===== config.mk =====
export PLATFORM = sky130hd
export DESIGN_NAME = tw_host_master
export DESIGN_NICKNAME = d
export VERILOG_FILES = /design/src/rtl/tw_pkg.sv /design/src/rtl/tw_qtick.sv /design/src/rtl/tw_regs.sv /design/src/rtl/tw_seq.sv /design/src/rtl/tw_host_master.sv
export SDC_FILE = /design/constraint.sdc
export NUM_CORES = 1
export LEC_CHECK = 0
export BUFFER_PORTS_ARGS = -buffer_cell sky130_fd_sc_hd__buf_4
export CORE_MARGIN = 8
export CORE_UTILIZATION = 66
export DETAILED_ROUTE_END_ITERATION = 16
export GPL_TIMING_DRIVEN = 0
export PLACE_DENSITY_LB_ADDON = 0.25
export SETUP_SLACK_MARGIN = 0.4
export SLEW_MARGIN = 5
export SYNTH_ARGS = -nofsm -noshare
export SYNTH_HDL_FRONTEND = slang
export SYNTH_SLANG_ARGS = --single-unit

===== constraint.sdc =====
create_clock -name clk -period 6.1 [get_ports clk]
set_input_delay 1.22 -clock clk [delete_from_list [all_inputs] [get_ports clk]]
set_output_delay 1.22 -clock clk [all_outputs]
set_load 0.005 [all_outputs]

===== src/rtl/tw_pkg.sv =====
`timescale 1ns/1ps
package tw_pkg;

    localparam logic [1:0] OFS_DATA  = 2'd0;
    localparam logic [1:0] OFS_INDEX = 2'd1;
    localparam logic [1:0] OFS_SLAVE = 2'd2;
    localparam logic [1:0] OFS_CTRL  = 2'd3;

    localparam int CTRL_QUICK = 0;
    localparam int CTRL_NACK  = 4;
    localparam int CTRL_BUSY  = 5;

    // bus symbol being played out, four quarters each
    typedef enum logic [1:0] {
        ST_IDLE,
        ST_START,
        ST_BYTE,
        ST_STOP
    } sym_e;

    // which byte of the transaction is on the wire
    typedef enum logic [2:0] {
        STEP_ADDR,
        STEP_INDEX,
        STEP_WDATA,
        STEP_RADDR,
        STEP_RDATA
    } step_e;

    typedef struct packed {
        logic [6:0] addr;
        logic       rd;
        logic       quick;
        logic [7:0] index;
        logic [7:0] wdata;
    } job_t;

    function automatic logic [7:0] byte_for(step_e s, job_t j);
        logic [7:0] b;
        case (s)
            STEP_ADDR:  b = {j.addr, (j.quick ? j.rd : 1'b0)};
            STEP_INDEX: b = j.index;
            STEP_WDATA: b = j.wdata;
            STEP_RADDR: b = {j.addr, 1'b1};
            default:    b = 8'hFF;
        endcase
        return b;
    endfunction

endpackage


===== src/rtl/tw_qtick.sv =====
`timescale 1ns/1ps
module tw_qtick #(
    parameter int DIV = 16
) (
    input  logic clk,
    input  logic rst,
    input  logic run,
    output logic tick
);
    localparam int CW = (DIV > 1) ? $clog2(DIV) : 1;
    localparam logic [CW-1:0] LAST = CW'(DIV - 1);

    logic [CW-1:0] cnt;

    always_ff @(posedge clk) begin
        if (rst || !run)     cnt <= '0;
        else if (cnt == LAST) cnt <= '0;
        else                 cnt <= cnt + 1'b1;
    end

    assign tick = run && (cnt == LAST);

    generate
        if (DIV > 1) begin : g_gap
            // quarter ticks are never back to back when DIV > 1
            p_tick_gap_r8: assert property (@(posedge clk) disable iff (rst)
                tick |=> !tick);
        end
    endgenerate

endmodule


===== src/rtl/tw_regs.sv =====
`timescale 1ns/1ps
module tw_regs
    import tw_pkg::*;
(
    input  logic       clk,
    input  logic       rst,
    input  logic       wr_en,
    input  logic [1:0] addr,
    input  logic [7:0] wdata,
    output logic [7:0] rdata,
    input  logic       eng_busy,
    input  logic       nack_evt,
    input  logic       rx_valid,
    input  logic [7:0] rx_byte,
    output logic       go,
    output job_t       job
);
    logic [7:0] data_q, index_q, slave_q;
    logic       quick_q, nack_q, go_q;
    logic       busy_all, wr_ok, clr_nack;

    assign busy_all = eng_busy | go_q;
    assign wr_ok    = wr_en && !busy_all;
    assign clr_nack = wr_en && (addr == OFS_CTRL) && wdata[CTRL_NACK];

    always_ff @(posedge clk) begin
        if (rst) begin
            data_q  <= '0;
            index_q <= '0;
            slave_q <= '0;
            quick_q <= 1'b0;
            nack_q  <= 1'b0;
            go_q    <= 1'b0;
        end else begin
            go_q <= wr_ok && (addr == OFS_SLAVE);
            if (rx_valid)                           data_q <= rx_byte;
            else if (wr_ok && addr == OFS_DATA)     data_q <= wdata;
            if (wr_ok && addr == OFS_INDEX)         index_q <= wdata;
            if (wr_ok && addr == OFS_SLAVE)         slave_q <= wdata;
            if (wr_ok && addr == OFS_CTRL)          quick_q <= wdata[CTRL_QUICK];
            if (nack_evt)                           nack_q <= 1'b1;
            else if (clr_nack)                      nack_q <= 1'b0;
        end
    end

    always_comb begin
        case (addr)
            OFS_DATA:  rdata = data_q;
            OFS_INDEX: rdata = index_q;
            OFS_SLAVE: rdata = slave_q;
            default: begin
                rdata = '0;
                rdata[CTRL_QUICK] = quick_q;
                rdata[CTRL_NACK]  = nack_q;
                rdata[CTRL_BUSY]  = busy_all;
            end
        endcase
    end

    assign go        = go_q;
    assign job.addr  = slave_q[7:1];
    assign job.rd    = slave_q[0];
    assign job.quick = quick_q;
    assign job.index = index_q;
    assign job.wdata = data_q;

    // a busy block keeps its index register
    p_locked_index_r11: assert property (@(posedge clk) disable iff (rst)
        (wr_en && busy_all && addr == OFS_INDEX) |=> $stable(index_q));

    // no launch while a transaction is in flight
    p_no_relaunch_r11: assert property (@(posedge clk) disable iff (rst)
        (wr_en && eng_busy) |=> !go_q);

    // error flag holds unless explicitly cleared
    p_nack_sticky_r10: assert property (@(posedge clk) disable iff (rst)
        (nack_q && !clr_nack) |=> nack_q);

endmodule


===== src/rtl/tw_seq.sv =====
`timescale 1ns/1ps
module tw_seq
    import tw_pkg::*;
(
    input  logic       clk,
    input  logic       rst,
    input  logic       go,
    input  job_t       job,
    input  logic       tick,
    input  logic       sda_in,
    output logic       scl_lvl,
    output logic       sda_lvl,
    output logic       busy,
    output logic       nack_evt,
    output logic       rx_valid,
    output logic [7:0] rx_byte
);
    sym_e       st;
    step_e      step;
    logic [1:0] q;
    logic [3:0] bitn;
    logic [7:0] sh;
    logic       ack_bad;
    job_t       jq;

    always_ff @(posedge clk) begin
        if (rst) begin
            st       <= ST_IDLE;
            step     <= STEP_ADDR;
            q        <= '0;
            bitn     <= '0;
            sh       <= '0;
            ack_bad  <= 1'b0;
            jq       <= '0;
            nack_evt <= 1'b0;
            rx_valid <= 1'b0;
            rx_byte  <= '0;
        end else begin
            nack_evt <= 1'b0;
            rx_valid <= 1'b0;
            if (st == ST_IDLE) begin
                if (go) begin
                    jq   <= job;
                    st   <= ST_START;
                    step <= STEP_ADDR;
                    q    <= '0;
                end
            end else if (tick) begin
                q <= q + 2'd1;
                // sample point: end of the second high quarter
                if (st == ST_BYTE && q == 2'd2) begin
                    if (bitn == 4'd8)            ack_bad <= sda_in;
                    else if (step == STEP_RDATA) sh <= {sh[6:0], sda_in};
                end
                if (q == 2'd3) begin
                    case (st)
                        ST_START: begin
                            st   <= ST_BYTE;
                            bitn <= '0;
                            sh   <= byte_for(step, jq);
                        end
                        ST_STOP: st <= ST_IDLE;
                        default: begin
                            if (bitn != 4'd8) begin
                                bitn <= bitn + 4'd1;
                                if (step != STEP_RDATA) sh <= {sh[6:0], 1'b0};
                            end else begin
                                bitn <= '0;
                                if (step != STEP_RDATA && ack_bad) begin
                                    nack_evt <= 1'b1;
                                    st       <= ST_STOP;
                                end else begin
                                    case (step)
                                        STEP_ADDR: begin
                                            if (jq.quick) st <= ST_STOP;
                                            else begin
                                                step <= STEP_INDEX;
                                                sh   <= byte_for(STEP_INDEX, jq);
                                            end
                                        end
                                        STEP_INDEX: begin
                                            if (jq.rd) begin
                                                st   <= ST_START;
                                                step <= STEP_RADDR;
                                            end else begin
                                                step <= STEP_WDATA;
                                                sh   <= byte_for(STEP_WDATA, jq);
                                            end
                                        end
                                        STEP_RADDR: begin
                                            step <= STEP_RDATA;
                                            sh   <= 8'hFF;
                                        end
                                        STEP_RDATA: begin
                                            rx_valid <= 1'b1;
                                            rx_byte  <= sh;
                                            st       <= ST_STOP;
                                        end
                                        default: st <= ST_STOP;
                                    endcase
                                end
                            end
                        end
                    endcase
                end
            end
        end
    end

    // line levels: quarters 1 and 2 of a bit hold SCL high
    always_comb begin
        case (st)
            ST_IDLE:  begin scl_lvl = 1'b1;                    sda_lvl = 1'b1;  end
            ST_START: begin scl_lvl = (q == 2'd1 || q == 2'd2); sda_lvl = !q[1]; end
            ST_STOP:  begin scl_lvl = (q != 2'd0);              sda_lvl = q[1];  end
            default: begin
                scl_lvl = (q == 2'd1 || q == 2'd2);
                sda_lvl = (bitn == 4'd8 || step == STEP_RDATA) ? 1'b1 : sh[7];
            end
        endcase
    end

    assign busy = (st != ST_IDLE);

    // SDA moves under a high SCL only inside start or stop symbols
    p_sda_high_scl_r6: assert property (@(posedge clk) disable iff (rst)
        ($past(scl_lvl) && scl_lvl && (sda_lvl != $past(sda_lvl)))
            |-> (st == ST_START || st == ST_STOP));

    // a launch moves the engine straight into a start symbol
    p_start_on_go_r2: assert property (@(posedge clk) disable iff (rst)
        (go && st == ST_IDLE) |=> (st == ST_START && busy));

    // slave NACK lands the engine in the stop symbol
    p_nack_stops_r9: assert property (@(posedge clk) disable iff (rst)
        nack_evt |-> (st == ST_STOP && !rx_valid));

    // received bytes only come from non-quick reads
    p_rx_read_only_r4: assert property (@(posedge clk) disable iff (rst)
        rx_valid |-> (jq.rd && !jq.quick));

    // quarter position only advances on a tick
    p_quarter_hold_r8: assert property (@(posedge clk) disable iff (rst)
        !tick |=> $stable(q));

endmodule


===== src/rtl/tw_host_master.sv =====
`timescale 1ns/1ps
module tw_host_master
    import tw_pkg::*;
#(
    parameter int QDIV = 16
) (
    input  logic       clk,
    input  logic       rst,
    input  logic       reg_wr,
    input  logic [1:0] reg_addr,
    input  logic [7:0] reg_wdata,
    output logic [7:0] reg_rdata,
    output logic       scl_pull_low,
    output logic       sda_pull_low,
    input  logic       sda_in
);
    job_t       job;
    logic       go, busy, tick, nack_evt, rx_valid;
    logic       scl_lvl, sda_lvl;
    logic [7:0] rx_byte;

    tw_regs u_regs (
        .clk      (clk),
        .rst      (rst),
        .wr_en    (reg_wr),
        .addr     (reg_addr),
        .wdata    (reg_wdata),
        .rdata    (reg_rdata),
        .eng_busy (busy),
        .nack_evt (nack_evt),
        .rx_valid (rx_valid),
        .rx_byte  (rx_byte),
        .go       (go),
        .job      (job)
    );

    tw_qtick #(.DIV(QDIV)) u_qtick (
        .clk  (clk),
        .rst  (rst),
        .run  (busy),
        .tick (tick)
    );

    tw_seq u_seq (
        .clk      (clk),
        .rst      (rst),
        .go       (go),
        .job      (job),
        .tick     (tick),
        .sda_in   (sda_in),
        .scl_lvl  (scl_lvl),
        .sda_lvl  (sda_lvl),
        .busy     (busy),
        .nack_evt (nack_evt),
        .rx_valid (rx_valid),
        .rx_byte  (rx_byte)
    );

    assign scl_pull_low = !scl_lvl;
    assign sda_pull_low = !sda_lvl;

endmodule


==> run_results.csv, run 1 <==
group,metric,value,unit
status,status,"finished, final reports clean",
cells_and_area,nNetsFinal,640,
sta,maxSlewHeadroom,48.6,%
logic_synthesis,synth-warning-count,0,
logic_synthesis,postSynth.asyncResetShare,0,%
sta,finalSetupViolCount,0,
sta,fin_tns_setup,0,ns
sta,tightest_slew,0.751,ns
worst_setup_path,path_max_fanout,10,
sta,post-route-period-util,60.7,%
worst_hold_path,hold_class,"register to register",
clock_network,root_buffer,"clkbuf_8",
worst_setup_path,ff2ff_setup_slack,3.29,ns
detailed_routing,wl_per_cell,19.7,µm
worst_setup_path,cp-start-kind,"primary input",
floorplanning,rows,30,
sta,holdWs,0.466,ns
worst_setup_path,worstSetupPathType,"primary input to output pin",
cells_and_area,fillers,514,
pwr,power_density,209,nW/µm²
global_route,grt_start_max_net_pins,17,
sta,skew,0.00914,ns
logic_synthesis,synth.yosys.seq_area_share,37.2,%
clock_network,cts_buffers,9,
logic_synthesis,synth_cell_types,58,
global_route,grt_use_total,28.5,%
cells_and_area,diodes,0,
logic_synthesis,synth_ff_type,"dfxtp_1",
placed_design,place_area,4910,µm²
logic_synthesis,synth_cells,582,
detailed_routing,first_pass_iters,5,
pwr,p_leak,1.75,nW
global_route,grt_pass1_wl,22.4,mm
detailed_routing,drt-initial-drc-count,413,
sta,rsz0062_at_grt,"no",
cells_and_area,fin_util,75.4,%
placed_design,dp_slack,2.39,ns
clock_network,clock_sinks,86,
global_route,grt_pass1_vias,4539,
floorplanning,die_h,99.8,µm
placed_design,io_buffers,22,
cells_and_area,multi_input_area,2710,µm²
detailed_routing,wl,14.1,mm
logic_synthesis,synth_seq_cells,86,
floorplanning,io_pins,24,
logic_synthesis,synth-edff-count,0,
pwr,ir_drop,0.000171,V
worst_setup_path,required,4.88,ns
job,maxCapViolCount,0,
sta,post-route-min-period,3.70,ns
global_route,gr-total-overflow,0,
cells_and_area,drive_above_1_share,9.19,%
cells_and_area,seq_area,1720,µm²
floorplanning,die_x,99.8,µm
logic_synthesis,syn_nets,607,
floorplanning,fp.dieArea,9950,µm²
detailed_routing,vias,4593,
clock_network,htreeDepth,3,
clock_network,cts_buffer_depth,2,
worst_setup_path,end_kind,"output pin",
detailed_routing,postRouteAntennaNets,0,
global_route,antenna_found_initial,0,
placed_design,detailed_place_hpwl,10.7,mm
clock_network,path_clk_slew,0.10,ns
placed_design,gp_congestion,0.988,
logic_synthesis,avgSynthCellArea,7.95,µm²
floorplanning,core_area,6790,µm²
clock_network,cts_tree,"done",
clock_network,holdBufCountCts,0,
sta,report.final.hold_viol_count,0,
detailed_routing,drcViolationCount,0,
clock_network,post_cts_buffers,0,
cells_and_area,fin_area,5120,µm²
detailed_routing,viasPerCell,6.41,
cells_and_area,area_growth,10.6,%
floorplanning,start_util,68.1,%
sta,final_max_slew_viol_count,0,
clock_network,clk_latency,0.37,ns
sta,fmax,270,MHz
sta,fin_ws,2.40,ns
worst_setup_path,worstPathArrival,2.48,ns
logic_synthesis,syn_area,4630,µm²
clock_network,cts_resized,0,
-- worst paths after layout --
path | start | to | depth (start not counted)
setup / recovery | reg_addr[1] | reg_rdata[2] | 6
hold / removal | u_qtick.cnt[0] | u_qtick.cnt[0] | 1
setup reg to reg | u_seq.st[1] | u_seq.sh[1] | 7
hold reg to reg | u_qtick.cnt[0] | u_qtick.cnt[0] | 1
-- layer usage --
layer	part of all wire, %	wire, µm	track usage (%)
met1	40	5570	32.6
met2	47	6680	47.7
met3	9.1	1280	6.77
met4	4.0	561	15.7
met5	0	0	0
-- cells in the final DEF, fill, tap and decap left out, drive strengths merged, types with 4 or more instances in the layout --
master / netlist / routed
a21oi: 78 / 78
a221o: 5 / 5
a22oi: 6 / 6
and2: 4 / 4
buf: 7 / 29
clkbuf: 31 / 41
dfxtp: 86 / 86
ha: 11 / 11
inv: 12 / 15
mux2: 4 / 4
mux2i: 52 / 52
nand2: 86 / 86
nand2b: 6 / 6
nand3: 19 / 19
nand4: 4 / 4
nor2: 74 / 74
nor3: 12 / 12
nor3b: 4 / 4
o21ai: 23 / 23
o221ai: 7 / 7
or3: 4 / 4
-- cell type report --
| cell class | count | area share (%) |
|---|---|---|
| Multi-Input combinational cell | 445 | 52.8 |
| Sequential cell | 86 | 33.6 |
| Timing Repair Buffer | 22 | 3.23 |
| Buffer | 38 | 3.01 |
| Clock buffer | 10 | 2.49 |
| Tap cell | 96 | 2.35 |
| Clock inverter | 6 | 1.54 |
| Inverter | 13 | 0.953 |
-- flip-flops by register name (all words and copies together), names as in the netlist --
name and cells:
u_qtick.cnt 4, u_regs.data_q 8, u_regs.go 1, u_regs.index_q 8
u_regs.nack_q 1, u_regs.quick_q 1, u_regs.slave_q 8, u_seq.ack_bad 1
u_seq.bitn 4, u_seq.jq 25, u_seq.nack_evt 1, u_seq.q 2
u_seq.rx_byte 8, u_seq.rx_valid 1, u_seq.sh 8, u_seq.st 2
u_seq.step 3
-- Yosys cell counts, types with 2 or more instances --
library cell | instances | area share [%]
dfxtp_1 | 86 | 37
nand2_1 | 86 | 7.0
a21oi_1 | 78 | 8.4
nor2_1 | 73 | 5.9
mux2i_1 | 52 | 11
clkbuf_1 | 31 | 2.5
o21ai_0 | 22 | 2.4
nand3_1 | 19 | 2.1
inv_1 | 12 | 0.97
nor3_1 | 12 | 1.3
ha_1 | 11 | 3.0
o221ai_1 | 7 | 1.3
a22oi_1 | 6 | 0.97
nand2b_1 | 6 | 0.81
a221o_1 | 5 | 1.1
mux2_2 | 4 | 0.97
or3_1 | 4 | 0.54
a221oi_1 | 3 | 0.57
a31oi_1 | 3 | 0.41
and2_1 | 3 | 0.41
buf_1 | 3 | 0.24
buf_2 | 3 | 0.32
mux4_2 | 3 | 1.5
nand3b_1 | 3 | 0.49
nand4_1 | 3 | 0.41
nor3b_1 | 3 | 0.49
a2111oi_0 | 2 | 0.38
and3_1 | 2 | 0.27
nor2b_1 | 2 | 0.27
nor4_1 | 2 | 0.27
o2111ai_1 | 2 | 0.38
o211ai_1 | 2 | 0.32
o22ai_1 | 2 | 0.27
o41ai_1 | 2 | 0.38
or2_2 | 2 | 0.27
-- where the power goes --
part           switching (W)   total, W  leakage [nW]  internal, W
Sequential        0.00000649   0.000574         0.694     0.000568
Combinational      0.0000434  0.0000674         0.948    0.0000240
Clock               0.000228   0.000426         0.105     0.000198
Total               0.000278    0.00107          1.75     0.000790
-- logic make-up (layout without fill, tap and decap cells) --
family,count (synthesis),in the layout,share of synthesized area [%]
muxes,59,59,13.7
AOI/OAI and AO/OA,145,145,19.1
buffers and inverters,51,89,4.38
adders and majority gates,11,11,2.97
DFF,86,86,37.2
xor gates and xnor gates,2,2,0.378
and+or+nand+nor,228,228,22.4
-- worst max-delay path, cell delays in order --
cell      delay, ns
buf_4          0.11
clkbuf_1       0.39
nor2b_1        0.39
nand2_1        0.10
o21ai_0        0.12
buf_4          0.16
-- metrics by stage --
step	cells	total power [W]
floorplan	582	0.000623
global placement	700	0.000650
detailed placement	700	0.000652
CTS	716	0.00107
global route	716	0.00110
finish	716	0.00107
No activity file was read; power rests on OpenSTA's default activity.
==> inputs of run 2 (changes only) <==
ABC_AREA = 1   (was default)
CORE_UTILIZATION = 55   (was 66)
clock period = 3.2 ns   (was 6.1 ns; I/O delays follow)
==> run 2 against run 1 <==
  * Combinational power grew to 3.0 times the previous value
  * Clock power is 110% higher
  * Critical endpoint is now sda_pull_low
  * Sequential power is 97% higher
  * Cell count is 20% higher
  * Critical path depth is 3 higher
  * Register-to-register slack worse by 2.6 ns
  * First-iteration DRC count is 19% higher
==> run_results.csv, run 2 <==
group,metric,value,unit
clock_network,cts_buffers,9,
logic_synthesis,synth_fa_ha_area_share,2.93,%
worst_setup_path,rr_endpoint,"u_seq.bitn[2]",
job,maxCapViolCount,0,
cells_and_area,fillers,810,
pwr,power.switching,0.000611,W
cells_and_area,area_growth,11.6,%
floorplanning,io_pins,24,
placed_design,io_buffers,22,
pwr,pwr-share-comb,8.9,%
sta,post-route-period-util,82.1,%
logic_synthesis,synth-edff-count,0,
pwr,p_leak,2.20,nW
floorplanning,start_util,57.0,%
logic_synthesis,yosysMostFrequentCell,"nand2_1",
worst_setup_path,path_max_fanout,10,
logic_synthesis,synth_compound_area_share,21.5,%
sta,skew,0.0197,ns
clock_network,cts_buffer_depth,2,
logic_synthesis,syn_nets,739,
clock_network,clk_latency,0.38,ns
sta,finalSetupViolCount,0,
cells_and_area,drive_above_1_share,10.1,%
sta,maxSlewHeadroom,48.0,%
logic_synthesis,synth-xor-area-share,0.186,%
floorplanning,die_x,108,µm
pwr,p_seq_share,50.4,%
worst_hold_path,whs_path_depth,1,
logic_synthesis,synth.yosys.seq_area_share,36.6,%
pwr,sw_frac_of_total,27.3,%
logic_synthesis,yosys.area_share.simple,30.5,%
sta,holdWs,0.458,ns
cells_and_area,largest-register,"u_seq.jq",
sta,report.final.hold_viol_count,0,
global_route,grt_pass1_vias,4547,
global_route,grt_use_total,25.6,%
detailed_routing,postRouteAntennaNets,0,
worst_setup_path,worstPathArrival,1.99,ns
clock_network,cts_tree,"done",
global_route,grt_pass1_wl,23.5,mm
global_route,grt_start_max_net_pins,18,
status,status,"finished, final reports clean",
clock_network,clock_sinks,86,
cells_and_area,diodes,0,
global_route,gr-total-overflow,0,
placed_design,detailed_place_hpwl,10.9,mm
logic_synthesis,postSynth.asyncResetShare,0,%
floorplanning,rows,33,
pwr,pwr-share-clk,40.7,%
sta,fmax,381,MHz
detailed_routing,vias,4915,
worst_hold_path,hold_class,"register to register",
cells_and_area,final_cell_mix,"nand2_1, dfxtp_1, a21oi_1, nor2_1, o21ai_0",
clock_network,root_buffer,"clkbuf_8",
worst_hold_path,hold-path-endpoint,"u_qtick.cnt[0]",
logic_synthesis,synth-warning-count,0,
worst_setup_path,end_kind,"output pin",
logic_synthesis,synth_seq_cells,86,
worst_setup_path,ff2ff_setup_slack,0.66,ns
pwr,ir_drop,0.000302,V
detailed_routing,drt-initial-drc-count,492,
detailed_routing,wl_per_cell,16.9,µm
sta,tightest_slew,0.780,ns
clock_network,path_clk_slew,0.11,ns
global_route,antenna_found_initial,0,
logic_synthesis,synth_cells,714,
clock_network,htreeDepth,3,
sta,fin_tns_setup,0,ns
cells_and_area,largest_reg_flops,25,
detailed_routing,wl,14.5,mm
logic_synthesis,synth_top_area_share,36.6,%
cells_and_area,final_common_cell,"nand2_1",
logic_synthesis,synth.largest_area_cell,"dfxtp_1",
cells_and_area,nNetsFinal,772,
logic_synthesis,avgSynthCellArea,6.59,µm²
worst_setup_path,cp-start-kind,"register",
worst_hold_path,worstHoldStart,"u_qtick.cnt[0]",
detailed_routing,viasPerCell,5.74,
worst_setup_path,r2r-start,"u_seq.st[0]",
placed_design,gp_congestion,1.01,
logic_synthesis,netlist_top_cells_count,"nand2_1, dfxtp_1, a21oi_1",
logic_synthesis,syn_area,4700,µm²
worst_setup_path,required,2.56,ns
floorplanning,die_h,108,µm
detailed_routing,drcViolationCount,0,
sta,post-route-min-period,2.63,ns
pwr,power_density,426,nW/µm²
logic_synthesis,synth.area.top_cells,"dfxtp_1, nand2_1, a21oi_1",
logic_synthesis,muxShareOfSynthArea,0,%
floorplanning,core_area,8260,µm²
logic_synthesis,synth_top_family_by_area,"simple AND/OR/NAND/NOR gates",
pwr,internal_power,0.00163,W
sta,rsz0062_at_grt,"no",
sta,final_max_slew_viol_count,0,
logic_synthesis,synth_cell_types,36,
worst_setup_path,rr_worst_depth,11,
worst_setup_path,worstSetupPathType,"register to output pin",
floorplanning,fp.dieArea,11800,µm²
detailed_routing,first_pass_iters,5,
pwr,p_total,0.00224,W
logic_synthesis,synth_ff_type,"dfxtp_1",
-- run 2: cell types whose count changed after synthesis, sizes merged, moves of 5 or more --
cell | previous run | this run
nand2 | 86 | 191
inv | 12 | 70
o21ai | 23 | 77
mux2i | 52 | 0
clkbuf | 31 | 16
nand3 | 19 | 30
nor2 | 74 | 84
a21oi | 78 | 87
nand4 | 4 | 13
o221ai | 7 | 0
a22oi | 6 | 0
nand2b | 6 | 0
a221o | 5 | 0
-- run 2: cell families (layout without fill, tap and decap cells) --
| logic type | Yosys count | in the layout |
|---|---|---|
| simple gates | 330 | 330 |
| xor+xnor | 1 | 1 |
| compound gates | 188 | 188 |
| fa+ha+maj | 11 | 11 |
| buf+inv | 98 | 136 |
| flops | 86 | 86 |
-- run 2: metrics by stage --
stage / utilization (%) / instance area (µm²) / setup WS (ns) / cells
global route: 63.6 / 5250 / 0.443 / 857
floorplan: - / 4700 / 1.24 / 714
CTS: 63.5 / 5240 / 0.406 / 857
finish: 63.6 / 5250 / 0.573 / 857
global placement: 60.6 / 5000 / 0.777 / 841
detailed placement: 60.6 / 5000 / 0.756 / 841
-- run 2: timing repair --
item	CTS	global route
pin swaps	0	0
hold buffers	0	0
resized for setup	1	3
setup endpoints to repair	1	1
setup buffers	0	0
-- run 2: routing by layer --
layer	vias up	global-route usage (%)	share of wire, %
met5	-	0	0
met2	224	40.7	45
li1	2421	-	-
met3	41	3.51	7.4
met4	0	11.0	3.3
met1	2229	33.8	44
-- run 2: worst max-delay path: stages (launching register included) --
cell and delay [ns]:
dfxtp_1 0.40, inv_1 0.08, ha_1 0.24, nand3_4 0.17
buf_6 0.17, nand2_1 0.07, inv_2 0.15, nand3_1 0.11
o31ai_1 0.08, buf_4 0.15
-- run 2: cell type report --
class	count	area [µm²]	share of cell area [%]
multi-input cells	530	2600	49.5
flip-flops and latches	86	1720	32.8
plain buffers	25	121	2.31
clock buffers	9	124	2.36
well taps	105	131	2.50
inverters	73	277	5.27
clock inverters	7	113	2.14
repair buffers	22	165	3.15
-- run 2: power by group through the flow --
stage | Sequential, W | Clock, W | Combinational [W]
detailed placement | 0.00115 | 0 | 0.000194
global route | 0.00113 | 0.000958 | 0.000221
CTS | 0.00113 | 0.000914 | 0.000195
global placement | 0.00115 | 0 | 0.000190
floorplan | 0.00114 | 0 | 0.000124
finish | 0.00113 | 0.000911 | 0.000199
-- run 2: how the worst max path moves through the flow --
| stage | from | end | slack, ns | cells past startpoint |
|---|---|---|---|---|
| final | u_seq.bitn[0] | sda_pull_low | 0.57 | 9 |
| after global routing | u_seq.bitn[0] | sda_pull_low | 0.44 | 9 |
| after CTS | u_seq.bitn[0] | sda_pull_low | 0.41 | 9 |
| after detailed placement | u_seq.st[0] | u_seq.bitn[2] | 0.76 | 11 |
| after global placement | u_seq.bitn[0] | sda_pull_low | 0.78 | 9 |
| after floorplan | u_seq.bitn[0] | sda_pull_low | 1.24 | 8 |
==> inputs of run 3 (changes only) <==
CORE_UTILIZATION = 61   (was 55)
clock period = 2.75 ns   (was 3.2 ns; I/O delays follow)
==> run 3 against run 2 <==
  * Via count is 4.0% higher
  * Clock skew is 0.0050 ns lower
  * Clock power is 7.4% higher
  * Sequential share of layout area is 0.64 points lower
  * Critical path depth is 3 lower
  * Hold slack worse by 0.0019 ns
  * Flip-flop and latch count stayed put
  * Non-clock buffer count is 11 higher
  * Combinational power is 21% higher
  * Global-route usage is 2.3 points higher
  * Critical endpoint is now scl_pull_low
  * Largest cell class unchanged
==> run_results.csv, run 3 (synthesis results as in run 2) <==
group,metric,value,unit
cells_and_area,fillers,676,
sta,fin_tns_setup,0,ns
worst_hold_path,whs_path_depth,1,
detailed_routing,vias,5113,
worst_setup_path,cp_slowest_stage_delay,0.38,ns
worst_setup_path,cp-start-kind,"register",
worst_setup_path,rr_endpoint,"u_seq.bitn[2]",
clock_network,cts_buffers,9,
detailed_routing,drcViolationCount,0,
detailed_routing,postRouteAntennaNets,0,
cells_and_area,final_common_cell,"nand2_1",
worst_setup_path,path_buf_inv,3,
sta,skew,0.0146,ns
cells_and_area,largest_reg_flops,25,
sta,maxSlewHeadroom,45.8,%
cells_and_area,nNetsFinal,783,
sta,rsz0062_at_grt,"yes",
worst_setup_path,worstSetupPathType,"register to output pin",
sta,post-route-period-util,82.6,%
worst_setup_path,path_cells,"ha_1, buf_2, inv_1, o211ai_1, o21ai_0, buf_4",
worst_setup_path,critPathCapture,"scl_pull_low",
placed_design,io_buffers,22,
sta,fin_ws,0.477,ns
cells_and_area,multi_input_area,2630,µm²
floorplanning,die_h,104,µm
sta,report.final.hold_viol_count,0,
global_route,grt_pass1_wl,24.5,mm
worst_setup_path,required,2.20,ns
clock_network,cts_tree,"done",
worst_setup_path,path_max_fanout,10,
worst_setup_path,worst_path_dominant_cell_family,"buffers and inverters",
cells_and_area,drive_above_1_share,13.4,%
clock_network,clk_latency,0.37,ns
clock_network,clock_sinks,86,
clock_network,path_clk_slew,0.10,ns
floorplanning,fp.dieArea,10800,µm²
cells_and_area,area_growth,14.1,%
worst_setup_path,rr_worst_depth,11,
sta,final_max_slew_viol_count,0,
detailed_routing,wl,15.3,mm
cells_and_area,seq_area,1730,µm²
global_route,gr-total-overflow,0,
worst_setup_path,cp.depth,6,
sta,fmax,440,MHz
cells_and_area,final_cell_mix,"nand2_1, a21oi_1, dfxtp_1, o21ai_0, nor2_1",
sta,post-route-min-period,2.27,ns
placed_design,detailed_place_hpwl,11.3,mm
cells_and_area,largest-register,"u_seq.jq",
pwr,power_density,471,nW/µm²
pwr,ir_drop,0.000294,V
clock_network,htreeDepth,3,
worst_setup_path,ff2ff_setup_slack,0.58,ns
cells_and_area,diodes,0,
job,maxCapViolCount,0,
worst_setup_path,startpoint,"u_seq.st[0]",
floorplanning,core_area,7610,µm²
placed_design,dp_slack,0.212,ns
clock_network,cts_buffer_depth,2,
placed_design,gp_congestion,0.943,
worst_setup_path,r2r-start,"u_seq.st[0]",
worst_setup_path,worstPathArrival,1.72,ns
floorplanning,rows,32,
sta,tightest_slew,0.813,ns
detailed_routing,drt-initial-drc-count,497,
detailed_routing,viasPerCell,5.91,
clock_network,root_buffer,"clkbuf_8",
detailed_routing,first_pass_iters,5,
detailed_routing,wl_per_cell,17.7,µm
global_route,antenna_found_initial,0,
floorplanning,start_util,61.8,%
pwr,p_leak,2.25,nW
floorplanning,io_pins,24,
global_route,grt_pass1_vias,4804,
sta,finalSetupViolCount,0,
floorplanning,die_x,104,µm
worst_hold_path,hold_class,"register to register",
global_route,grt_use_total,27.9,%
global_route,grt_start_max_net_pins,17,
status,status,"finished, final reports clean",
worst_setup_path,cpMaxStageDelayCell,"dfxtp_1",
worst_setup_path,end_kind,"output pin",
## run 3: cell types whose count changed in the layout (fill, tap and decap cells not counted), moves of 2 or more
cell / previous run / this run
dfxtp_2: 0 / 3
ha_2: 0 / 2
nor2_4: 3 / 6
dfxtp_1: 86 / 83
ha_1: 11 / 9
inv_2: 7 / 9
nor2_1: 79 / 75
buf_4: 22 / 32
inv_1: 62 / 58
## run 3: report_power, final
group | total (W) | switching (W) | internal, W | leakage, nW
clock | 0.000978 | 0.000515 | 0.000463 | 0.111
sequential | 0.00131 | 0.0000304 | 0.00128 | 0.699
combinational | 0.000240 | 0.000158 | 0.0000814 | 1.44
## run 3: worst min-delay path by stage
| stage | startpoint | to | slack [ns] |
|---|---|---|---|
| finish | u_qtick.cnt[0] | u_qtick.cnt[0] | 0.46 |
| global route | reg_wdata[4] | u_regs.index_q[4] | 0.49 |
| CTS | u_qtick.cnt[0] | u_qtick.cnt[0] | 0.46 |
| detailed placement | u_qtick.cnt[0] | u_qtick.cnt[0] | 0.44 |
| global placement | u_qtick.cnt[0] | u_qtick.cnt[0] | 0.43 |
| floorplan | u_seq.nack_evt | u_regs.nack_q | 0.42 |
## run 3: layer usage
layer  up-vias  routed length [µm]  GRT usage (%)
li1       2440                   -              -
met1      2349                6330           34.8
met2       271                7010           44.9
met3        53                1260           4.83
met4         0                 693           14.9
met5         -                   0              0
## run 3: final cells by class
type | instances | area share, %
clock buffers | 10 | 2.56
plain buffers | 25 | 2.35
multi-input cells | 530 | 49.0
flip-flops and latches | 86 | 32.1
repair buffers | 33 | 4.85
inverters | 73 | 5.34
well taps | 102 | 2.38
clock inverters | 6 | 1.40
## run 3: timing repair
item,4_1_cts,5_1_grt
buffers inserted,1,10
hold buffers,0,0
resized for setup,12,13
setup endpoints to repair,18,46
endpoints found under the hold margin,0,0
## run 3: metrics by stage
step                area [µm²]  util (%)  hold slack [ns]  power [W]  cells
finish                    5370      70.6            0.456    0.00253    865
global route              5370      70.6            0.486    0.00260    865
CTS                       5250      69.0            0.459    0.00252    855
detailed placement        5000      65.7            0.437    0.00157    838
global placement          5000      65.7            0.430    0.00156    838
floorplan                 4700         -            0.415    0.00147    714
